[config.mk]
export PLATFORM = sky130hd
export DESIGN_NAME = mxfer_seq
export DESIGN_NICKNAME = d
export VERILOG_FILES = /design/src/rtl/mxfer_pkg.sv /design/src/rtl/mxfer_popcount.sv /design/src/rtl/mxfer_lowest_set.sv /design/src/rtl/mxfer_addr_plan.sv /design/src/rtl/mxfer_seq.sv
export SDC_FILE = /design/constraint.sdc
export NUM_CORES = 1
export LEC_CHECK = 0
export CELL_PAD_IN_SITES_DETAIL_PLACEMENT = 1
export CELL_PAD_IN_SITES_GLOBAL_PLACEMENT = 1
export CORE_MARGIN = 5
export CORE_UTILIZATION = 36
export CTS_CLUSTER_SIZE = 40
export DETAILED_ROUTE_END_ITERATION = 7
export PLACE_DENSITY = 0.89
export RECOVER_POWER = 100
export SYNTH_ARGS = -nofsm -noshare
export SYNTH_HDL_FRONTEND = slang
export SYNTH_SLANG_ARGS = --single-unit
[constraint.sdc]
create_clock -name clk -period 2.2 [get_ports clk]
set_input_delay 0.22 -clock clk [delete_from_list [all_inputs] [get_ports clk]]
set_output_delay 0.22 -clock clk [all_outputs]
set_load 0.02 [all_outputs]
[src/rtl/mxfer_pkg.sv]
package mxfer_pkg;

    typedef enum logic [1:0] {
        AM_INC_AFTER  = 2'b00,
        AM_INC_BEFORE = 2'b01,
        AM_DEC_AFTER  = 2'b10,
        AM_DEC_BEFORE = 2'b11
    } addr_mode_e;

    function automatic logic mode_is_dec(input addr_mode_e m);
        return m[1];
    endfunction

    function automatic logic mode_is_before(input addr_mode_e m);
        return m[0];
    endfunction

endpackage

[src/rtl/mxfer_popcount.sv]
module mxfer_popcount #(
    parameter int WIDTH = 16,
    localparam int CNT_W = $clog2(WIDTH + 1)
) (
    input  logic [WIDTH-1:0] vec,
    output logic [CNT_W-1:0] count
);
    always_comb begin
        count = '0;
        for (int i = 0; i < WIDTH; i++) begin
            count = count + {{(CNT_W-1){1'b0}}, vec[i]};
        end
    end
endmodule

[src/rtl/mxfer_lowest_set.sv]
module mxfer_lowest_set #(
    parameter int WIDTH = 16,
    localparam int IDX_W = (WIDTH > 1) ? $clog2(WIDTH) : 1
) (
    input  logic [WIDTH-1:0] vec,
    output logic [WIDTH-1:0] onehot,
    output logic [IDX_W-1:0] idx
);
    // isolate lowest set bit
    assign onehot = vec & (~vec + {{(WIDTH-1){1'b0}}, 1'b1});

    always_comb begin
        idx = '0;
        for (int i = 0; i < WIDTH; i++) begin
            if (onehot[i]) begin
                idx = idx | i[IDX_W-1:0];
            end
        end
    end
endmodule

[src/rtl/mxfer_addr_plan.sv]
module mxfer_addr_plan
    import mxfer_pkg::*;
#(
    parameter int ADDR_W     = 32,
    parameter int CNT_W      = 5,
    parameter int WORD_BYTES = 4,
    localparam int STEP_SH   = $clog2(WORD_BYTES)
) (
    input  logic [ADDR_W-1:0] base,
    input  addr_mode_e        mode,
    input  logic [CNT_W-1:0]  count,
    input  logic              wb_en,
    output logic [ADDR_W-1:0] first_addr,
    output logic [ADDR_W-1:0] final_base
);
    localparam logic [ADDR_W-1:0] STEP = ADDR_W'(WORD_BYTES);

    logic [ADDR_W-1:0] span;
    logic [ADDR_W-1:0] low_block;
    logic [ADDR_W-1:0] moved_base;

    assign span = {{(ADDR_W-CNT_W){1'b0}}, count} << STEP_SH;

    always_comb begin
        if (mode_is_dec(mode)) begin
            low_block  = base - span;
            moved_base = base - span;
        end else begin
            low_block  = base;
            moved_base = base + span;
        end
        // "before" in increment mode skips the base word;
        // "after" in decrement mode includes the base word
        if (mode_is_dec(mode) != mode_is_before(mode)) begin
            first_addr = low_block + STEP;
        end else begin
            first_addr = low_block;
        end
        final_base = wb_en ? moved_base : base;
    end
endmodule

[src/rtl/mxfer_seq.sv]
module mxfer_seq
    import mxfer_pkg::*;
#(
    parameter int ADDR_W     = 32,
    parameter int NUM_REGS   = 16,
    parameter int WORD_BYTES = 4,
    localparam int IDX_W     = (NUM_REGS > 1) ? $clog2(NUM_REGS) : 1,
    localparam int CNT_W     = $clog2(NUM_REGS + 1)
) (
    input  logic              clk,
    input  logic              rst_n,
    input  logic              start,
    input  logic [ADDR_W-1:0] base_addr,
    input  logic [NUM_REGS-1:0] reg_mask,
    input  logic [1:0]        mode,
    input  logic              is_load,
    input  logic              wb_en,
    output logic              xfer_valid,
    input  logic              xfer_ready,
    output logic [IDX_W-1:0]  xfer_reg,
    output logic [ADDR_W-1:0] xfer_addr,
    output logic              xfer_is_load,
    output logic              busy,
    output logic              done,
    output logic              wb_strobe,
    output logic [ADDR_W-1:0] final_base
);
    localparam logic [ADDR_W-1:0] STEP = ADDR_W'(WORD_BYTES);

    typedef struct packed {
        logic                busy;
        logic [NUM_REGS-1:0] mask;
        logic [ADDR_W-1:0]   addr;
        logic                load;
        logic                wb_pend;
        logic                done;
        logic                wb;
        logic [ADDR_W-1:0]   fbase;
    } seq_state_t;

    seq_state_t st_d, st_q;

    logic [CNT_W-1:0]    req_count;
    logic [ADDR_W-1:0]   req_first;
    logic [ADDR_W-1:0]   req_final;
    logic [NUM_REGS-1:0] cur_onehot;
    logic [IDX_W-1:0]    cur_idx;
    logic [NUM_REGS-1:0] mask_left;

    mxfer_popcount #(.WIDTH(NUM_REGS)) cnt_i (
        .vec   (reg_mask),
        .count (req_count)
    );

    mxfer_addr_plan #(
        .ADDR_W     (ADDR_W),
        .CNT_W      (CNT_W),
        .WORD_BYTES (WORD_BYTES)
    ) plan_i (
        .base       (base_addr),
        .mode       (addr_mode_e'(mode)),
        .count      (req_count),
        .wb_en      (wb_en),
        .first_addr (req_first),
        .final_base (req_final)
    );

    mxfer_lowest_set #(.WIDTH(NUM_REGS)) scan_i (
        .vec    (st_q.mask),
        .onehot (cur_onehot),
        .idx    (cur_idx)
    );

    assign mask_left = st_q.mask & ~cur_onehot;

    always_comb begin
        st_d      = st_q;
        st_d.done = 1'b0;
        st_d.wb   = 1'b0;
        if (st_q.busy) begin
            if (xfer_ready) begin
                st_d.mask = mask_left;
                st_d.addr = st_q.addr + STEP;
                if (mask_left == '0) begin
                    st_d.busy = 1'b0;
                    st_d.done = 1'b1;
                    st_d.wb   = st_q.wb_pend;
                end
            end
        end else if (start) begin
            st_d.mask    = reg_mask;
            st_d.addr    = req_first;
            st_d.load    = is_load;
            st_d.fbase   = req_final;
            st_d.wb_pend = wb_en && (reg_mask != '0);
            if (reg_mask == '0) begin
                st_d.done  = 1'b1;
                st_d.fbase = base_addr;
            end else begin
                st_d.busy = 1'b1;
            end
        end
    end

    always_ff @(posedge clk or negedge rst_n) begin
        if (!rst_n) begin
            st_q <= '0;
        end else begin
            st_q <= st_d;
        end
    end

    assign xfer_valid   = st_q.busy;
    assign xfer_reg     = cur_idx;
    assign xfer_addr    = st_q.addr;
    assign xfer_is_load = st_q.load;
    assign busy         = st_q.busy;
    assign done         = st_q.done;
    assign wb_strobe    = st_q.wb;
    assign final_base   = st_q.fbase;

endmodule

Yosys cells after proc, flatten, opt, wreduce, memory -nomap -nowiden

Index checks and enable logic that the tools add are counted.

Flip-flop bits (word level): 85
Input bits: 56
Output and inout port bits: 73
Logic and storage cells: 72

$add $sub $neg: 20
Equal/unequal tests: 2
Mux-type cells: 30
Bitwise logic cells: 5
Reduce and logical (&&, ||, !) cells: 7

Operators with widths:

| operator                                                         | number |
|---|---|
| 32-bit two-way mux                                               | 5 |
| 49-bit two-way mux                                               | 2 |
| 5-bit by 1-bit adder with 5-bit output                           | 14 |
| 32-bit by 3-bit adder with 32-bit output (second input constant) | 2 |
| 52-bit two-way mux                                               | 1 |
| 32-bit by 7-bit adder with 32-bit output                         | 1 |
| 16-bit bitwise AND                                               | 2 |
| 16-bit logical NOT                                               | 2 |
| 4-bit two-way mux                                                | 8 |
| 16-bit NOT                                                       | 2 |
| 32-bit by 7-bit subtractor with 32-bit output                    | 1 |
| 16-bit by 1-bit adder with 16-bit output (second input constant) | 1 |
| 16-bit nonzero test                                              | 1 |
| 3-bit two-way mux                                                | 4 |
| 2-bit two-way mux                                                | 4 |
| 1-bit two-way mux                                                | 6 |
| 2-bit AND reduction                                              | 2 |
| 1-bit by 1-bit adder with 2-bit output                           | 1 |
| 2-bit != test (second input constant)                            | 1 |
| 2-bit nonzero test                                               | 1 |
| 1-bit logical AND                                                | 1 |
| 1-bit != test                                                    | 1 |
| 1-bit NOT                                                        | 1 |

Depth between registers and ports, before layout

Depth in word-level cells: 21
Gate-level depth with buffers: 28
Mapped depth without buffers: 26

Modules after synthesis

From an unflattened synthesis, not the netlist that was laid out.

Cells, all modules: 1015
Area, all modules: 8121.5 µm²

By module, submodules not included:

| module           | instances | cells each | area each (µm²) | sequential area each (µm²) |
|---|---|---|---|---|
| mxfer_seq        | 1         | 523        | 4792.1          | 2127.0 |
| mxfer_addr_plan  | 1         | 396        | 2610.0          | 0.0 |
| mxfer_popcount   | 1         | 42         | 394.1           | 0.0 |
| mxfer_lowest_set | 1         | 54         | 325.3           | 0.0 |

Least setup slack after synthesis

OpenSTA, ideal clock, no wires.

Path kind: in2reg
Start: in reg_mask[0]
End: reg st_q, in the netlist xfer_addr[27]
Setup time: 0.126 ns
Arrival: 6.244 ns
Data required time: 2.074 ns
Path slack: -4.170 ns
Cell stages on the path: 21
Path buffers: 1
Cells stage by stage: inv_1 ha_1 inv_1 fa_1 fa_1 fa_1 fa_1 fa_1 fa_1 inv_1 ha_1 nor2_1 o311a_1 buf_6 or4_1 a222oi_1 nor3b_4 and2_4 nor4b_2 xnor2_1 a221o_1

Word-level cells in the longest chain between the ends: 21

RTL lines:

| what                                                     | RTL line              | text |
|---|---|---|
| start: declaration                                       | mxfer_seq.sv:14       | `input logic [NUM_REGS-1:0] reg_mask,` |
| 1-bit by 1-bit adder with 2-bit output (*)               | mxfer_popcount.sv:11  | `count = count + {{(CNT_W-1){1'b0}}, vec[i]};` |
| 5-bit by 1-bit adder with 5-bit output (*) (14 in a row) | mxfer_popcount.sv:11  |  |
| 32-bit by 7-bit subtractor with 32-bit output (*)        | mxfer_addr_plan.sv:26 | `low_block = base - span;` |
| 32-bit two-way mux (*)                                   | mxfer_addr_plan.sv:25 | `if (mode_is_dec(mode)) begin` |
| 32-bit by 3-bit adder with 32-bit output                 | mxfer_addr_plan.sv:35 | `first_addr = low_block + STEP;` |
| 32-bit two-way mux (*)                                   | mxfer_addr_plan.sv:34 | `if (mode_is_dec(mode) != mode_is_before(mode)) begin` |
| 52-bit two-way mux (*)                                   | mxfer_seq.sv:90       | `end else if (start) begin` |
| 49-bit two-way mux (*)                                   | mxfer_seq.sv:80       | `if (st_q.busy) begin` |
| end signal: assignment                                   | mxfer_seq.sv:109      | `st_q <= st_d;` |
| end: declaration                                         | mxfer_seq.sv:41       | `seq_state_t st_d, st_q;` |

Every way passes the cells marked *; elsewhere a longest branch is shown, timed or not. The select of a mux whose other input is x is not followed.
A chain may end at the register's enable or synchronous reset.

Final worst setup path

Start: in reg_mask[2]
End: reg st_q, in the netlist xfer_addr[26]

Word-level cells in the longest chain between the ends: 20

RTL lines:

| what                                                     | RTL line |
|---|---|
| 5-bit by 1-bit adder with 5-bit output (*) (14 in a row) | mxfer_popcount.sv:11 |
| 32-bit by 7-bit subtractor with 32-bit output (*)        | mxfer_addr_plan.sv:26 |
| 32-bit two-way mux (*)                                   | mxfer_addr_plan.sv:25 |
| 32-bit by 3-bit adder with 32-bit output                 | mxfer_addr_plan.sv:35 |
| 32-bit two-way mux (*)                                   | mxfer_addr_plan.sv:34 |
| 52-bit two-way mux (*)                                   | mxfer_seq.sv:90 |
| 49-bit two-way mux (*)                                   | mxfer_seq.sv:80 |

Marked as above.

==> flow_metrics.env <==
export IMPL_status="finished, violations left"
export IMPL_violations="capacitance limit, slew limit, setup timing"
export IMPL_synth_edff_count=0
export IMPL_finalCriticalPeriod_ns=6.677
export IMPL_synthTopCellsByArea="dfrtp_1 28%, buf_4 6.5%, xnor2_1 6.2%, nand2_1 5.8%, o21ai_0 5.4%"
export IMPL_hold_viol=0
export IMPL_worstSkewPairLatency_ns=0.40
export IMPL_slew_headroom=-0.1411
export IMPL_synth_area_leader_cell="dfrtp_1"
export IMPL_setup_viol=87
export IMPL_dp_hpwl_um=26110
export IMPL_num_rows=52
export IMPL_critPathLaunchType="input port"
export IMPL_netlist_instances=961
export IMPL_p_clk_frac=0.094
export IMPL_grt_pass1_vias=10890
export IMPL_maxCapViolations=1
export IMPL_cts_tree="built"
export IMPL_use_met2=0.5928
export IMPL_nNetsFinal=1379
export IMPL_synth_most_common_cell="nand2_1"
export IMPL_dpl_instance_area_mm2=0.01071
export IMPL_antenna_found_initial=0
export IMPL_finalPower_uw=18730
export IMPL_wirelength_um=53000
export IMPL_drt_wirelength_per_cell_um=33.82
export IMPL_ys_warn_count=0
export IMPL_tightest_slew_ns=1.712
export IMPL_die_y_um=154.5
export IMPL_switching_share=0.4993
export IMPL_firstDrtPassIters=5
export IMPL_ys_seq_elements=85
export IMPL_clkTransAtPathRegs_ns=0.08
export IMPL_fin_area_mm2=0.01297
export IMPL_grt_use_met3=0.1020
export IMPL_ys_flop_type="dfrtp_1"
export IMPL_ys_top_cells_by_count="116 x nand2_1, 85 x dfrtp_1, 81 x o21ai_0, 77 x nor2_1, 65 x buf_4"
export IMPL_clk_path_buf_depth=2
export IMPL_slew_viol_final=24
export IMPL_portBuffers=128
export IMPL_setup_ws_ns=-4.477
export IMPL_start_util=0.3680
export IMPL_drt_iter0_drc=1535
export IMPL_drive_gt1_frac=0.4402
export IMPL_grt_first_pass_wirelength_um=67400
export IMPL_htreeDepth=3
export IMPL_grt_busiest_layer="met2"
export IMPL_max_freq_ghz=0.1498
export IMPL_cts_buffers=9
export IMPL_num_vias=10680
export IMPL_grt_total_usage=0.3645
export IMPL_cp_arrival_ns=6.96
export IMPL_p_seq_frac=0.167
export IMPL_hp_class="in2reg"
export IMPL_drc=0
export IMPL_skew_ns=0.01536
export IMPL_async_flop_share=1.000
export IMPL_cts_root_buf="clkbuf_16"
export IMPL_place_congestion=0.9278
export IMPL_cp_data_required_time_ns=2.48
export IMPL_p_per_area_mw_per_mm2=1444
export IMPL_postRouteAntennaNets=0
export IMPL_grt_start_max_net_pins=66
export IMPL_ios=129
export IMPL_crit_path_end_kind="flop"
export IMPL_viasPerCell=6.814
export IMPL_p_comb_frac=0.739
export IMPL_finalSetupTns_ns=-231.93
export IMPL_synth_top_cell_area_share=0.2829
export IMPL_rsz0062_at_grt="yes"
export IMPL_die_w_um=154.5
export IMPL_avgSynthCellArea_um2=7.824
export IMPL_syn_to_final_growth_pct=72.49
export IMPL_gr_usage_met1=0.4145
export IMPL_fin_hold_ws_ns=0.1560
export IMPL_pre_cts_slack_ns=-5.141
export IMPL_ir_worst_vdd_mv=1.445
export IMPL_overflow=0
export IMPL_yosys_cell_types_count=68
export IMPL_n_antenna_cell=0
export IMPL_dieArea_mm2=0.02387
export IMPL_nFillCells=2275
export IMPL_internal_power_uw=9375
export IMPL_seq_area_frac_synth=0.2829
export IMPL_p_switching_uw=9350
export IMPL_cts_sinks=85
export IMPL_fin_crit_sh=3.035
export IMPL_crit_type="in2reg"
export IMPL_synth_nets=1048
export IMPL_p_leak_uw=0.005527
export IMPL_netlist_area_mm2=0.007518
export IMPL_worstPathMaxFanout=6
export IMPL_coreArea_mm2=0.02043
## worst max-delay path, stage by stage
cell	delay, ns
dlygate4sd2_1	0.28
inv_2	0.08
fa_1	0.63
fa_1	0.49
fa_2	0.60
fa_2	0.49
fa_2	0.39
fa_2	0.41
xnor2_2	0.16
buf_4	0.15
ha_4	0.24
buf_6	0.12
nand2b_4	0.16
a211oi_4	0.34
o21ai_0	0.25
a222oi_1	0.36
buf_4	0.19
nor3b_4	0.18
buf_6	0.16
buf_6	0.13
nand4b_4	0.22
nor4_2	0.26
xnor2_1	0.14
o211ai_1	0.28
## cells in the final DEF (no fill, tap or decap), types with 9 or more instances in the layout
master             n
nor2_1            43
xor2_1            21
clkbuf_16          9
xnor2_2           17
o21ai_2           13
clkdlybuf4s50_1   49
o21ai_0           35
or3_1              9
nand4_1           20
nor4_4            15
dfrtp_1           85
and3_1             9
buf_6             64
dlygate4sd3_1     68
nand3_1           32
a21oi_1           11
ha_1               9
nand2_1          101
inv_1             30
a21oi_4            9
a21oi_2           13
nor2_4            16
buf_4            238
nand2_2            9
o21ai_1           36
nor2_2            18
inv_2              9
nand2b_1           9
nor3_1            16
nor3_4            12
o211ai_1          21
xnor2_1           35
## kinds of logic after synthesis
family | after synthesis | synth area share
XOR/XNOR | 79 | 0.09203
buffers and inverters | 157 | 0.1133
adder cells (fa/ha/maj) | 33 | 0.06623
flip-flops | 85 | 0.2829
multiplexers | 7 | 0.009486
AO/OA/AOI/OAI | 207 | 0.1717
AND/OR/NAND/NOR | 393 | 0.2643
## sequential cells by signal, summed over array words and instances (netlist names)
name and cells:
xfer_addr 32, st_q 17, wb_strobe 1, xfer_is_load 1, busy 1, final_base 32
done 1
## final timing paths
kind	startpoint	endpoint	slack, ns	depth (start not counted)
min	reg_mask[0]	st_q[68]	0.16	3
max reg2reg	xfer_addr[2]	xfer_addr[14]	-0.92	8
min in group asynchronous	rst_n	final_base[6]	0.81	2
min reg2reg	final_base[1]	final_base[1]	0.48	2
max	reg_mask[2]	xfer_addr[26]	-4.48	24
max in group asynchronous	rst_n	final_base[30]	0.27	3
## area by class of cell
class | count | area, um2 | share of cell area
multi-input cells | 719 | 6152 | 0.4744
clock buffers | 9 | 225.2 | 0.01737
inverters | 41 | 171.4 | 0.01322
repair buffers | 436 | 3884 | 0.2995
flip-flops and latches | 85 | 2127 | 0.1640
well taps | 270 | 337.8 | 0.02605
clock inverters | 7 | 71.32 | 0.005499
## power by group through the flow
| stage | sequential, uW | clock [uW] | combinational [uW] |
|---|---|---|---|
| 3_5_place_dp | 2920 | 0 | 9370 |
| 4_1_cts | 2940 | 1660 | 11200 |
| 3_3_place_gp | 2830 | 0 | 8700 |
| 6_report | 3130 | 1760 | 13800 |
| 5_1_grt | 3150 | 1810 | 14200 |
| 2_1_floorplan | 2800 | 0 | 5680 |
## stage by stage
step | util | cells
floorplan | - | 961
global route | 0.6348 | 1567
CTS | 0.5877 | 1537
detailed placement | 0.5243 | 1481
finish | 0.6348 | 1567
global placement | 0.5243 | 1481
## metal layers
metal,routed length [um],vias up
met5,0,-
met4,5367,0
met3,6368,444
met2,22920,1138
met1,18340,5112
li1,-,3983
## what timing repair did
item / CTS / global route
gates resized for setup: 228 / 157
hold buffers: 1 / 0
setup endpoints to repair: 68 / 72
setup buffers: 46 / 38
pin swaps: 119 / 119
endpoints found under the hold margin: 23 / 0
Note: power is estimated with default switching activity, not from simulation.
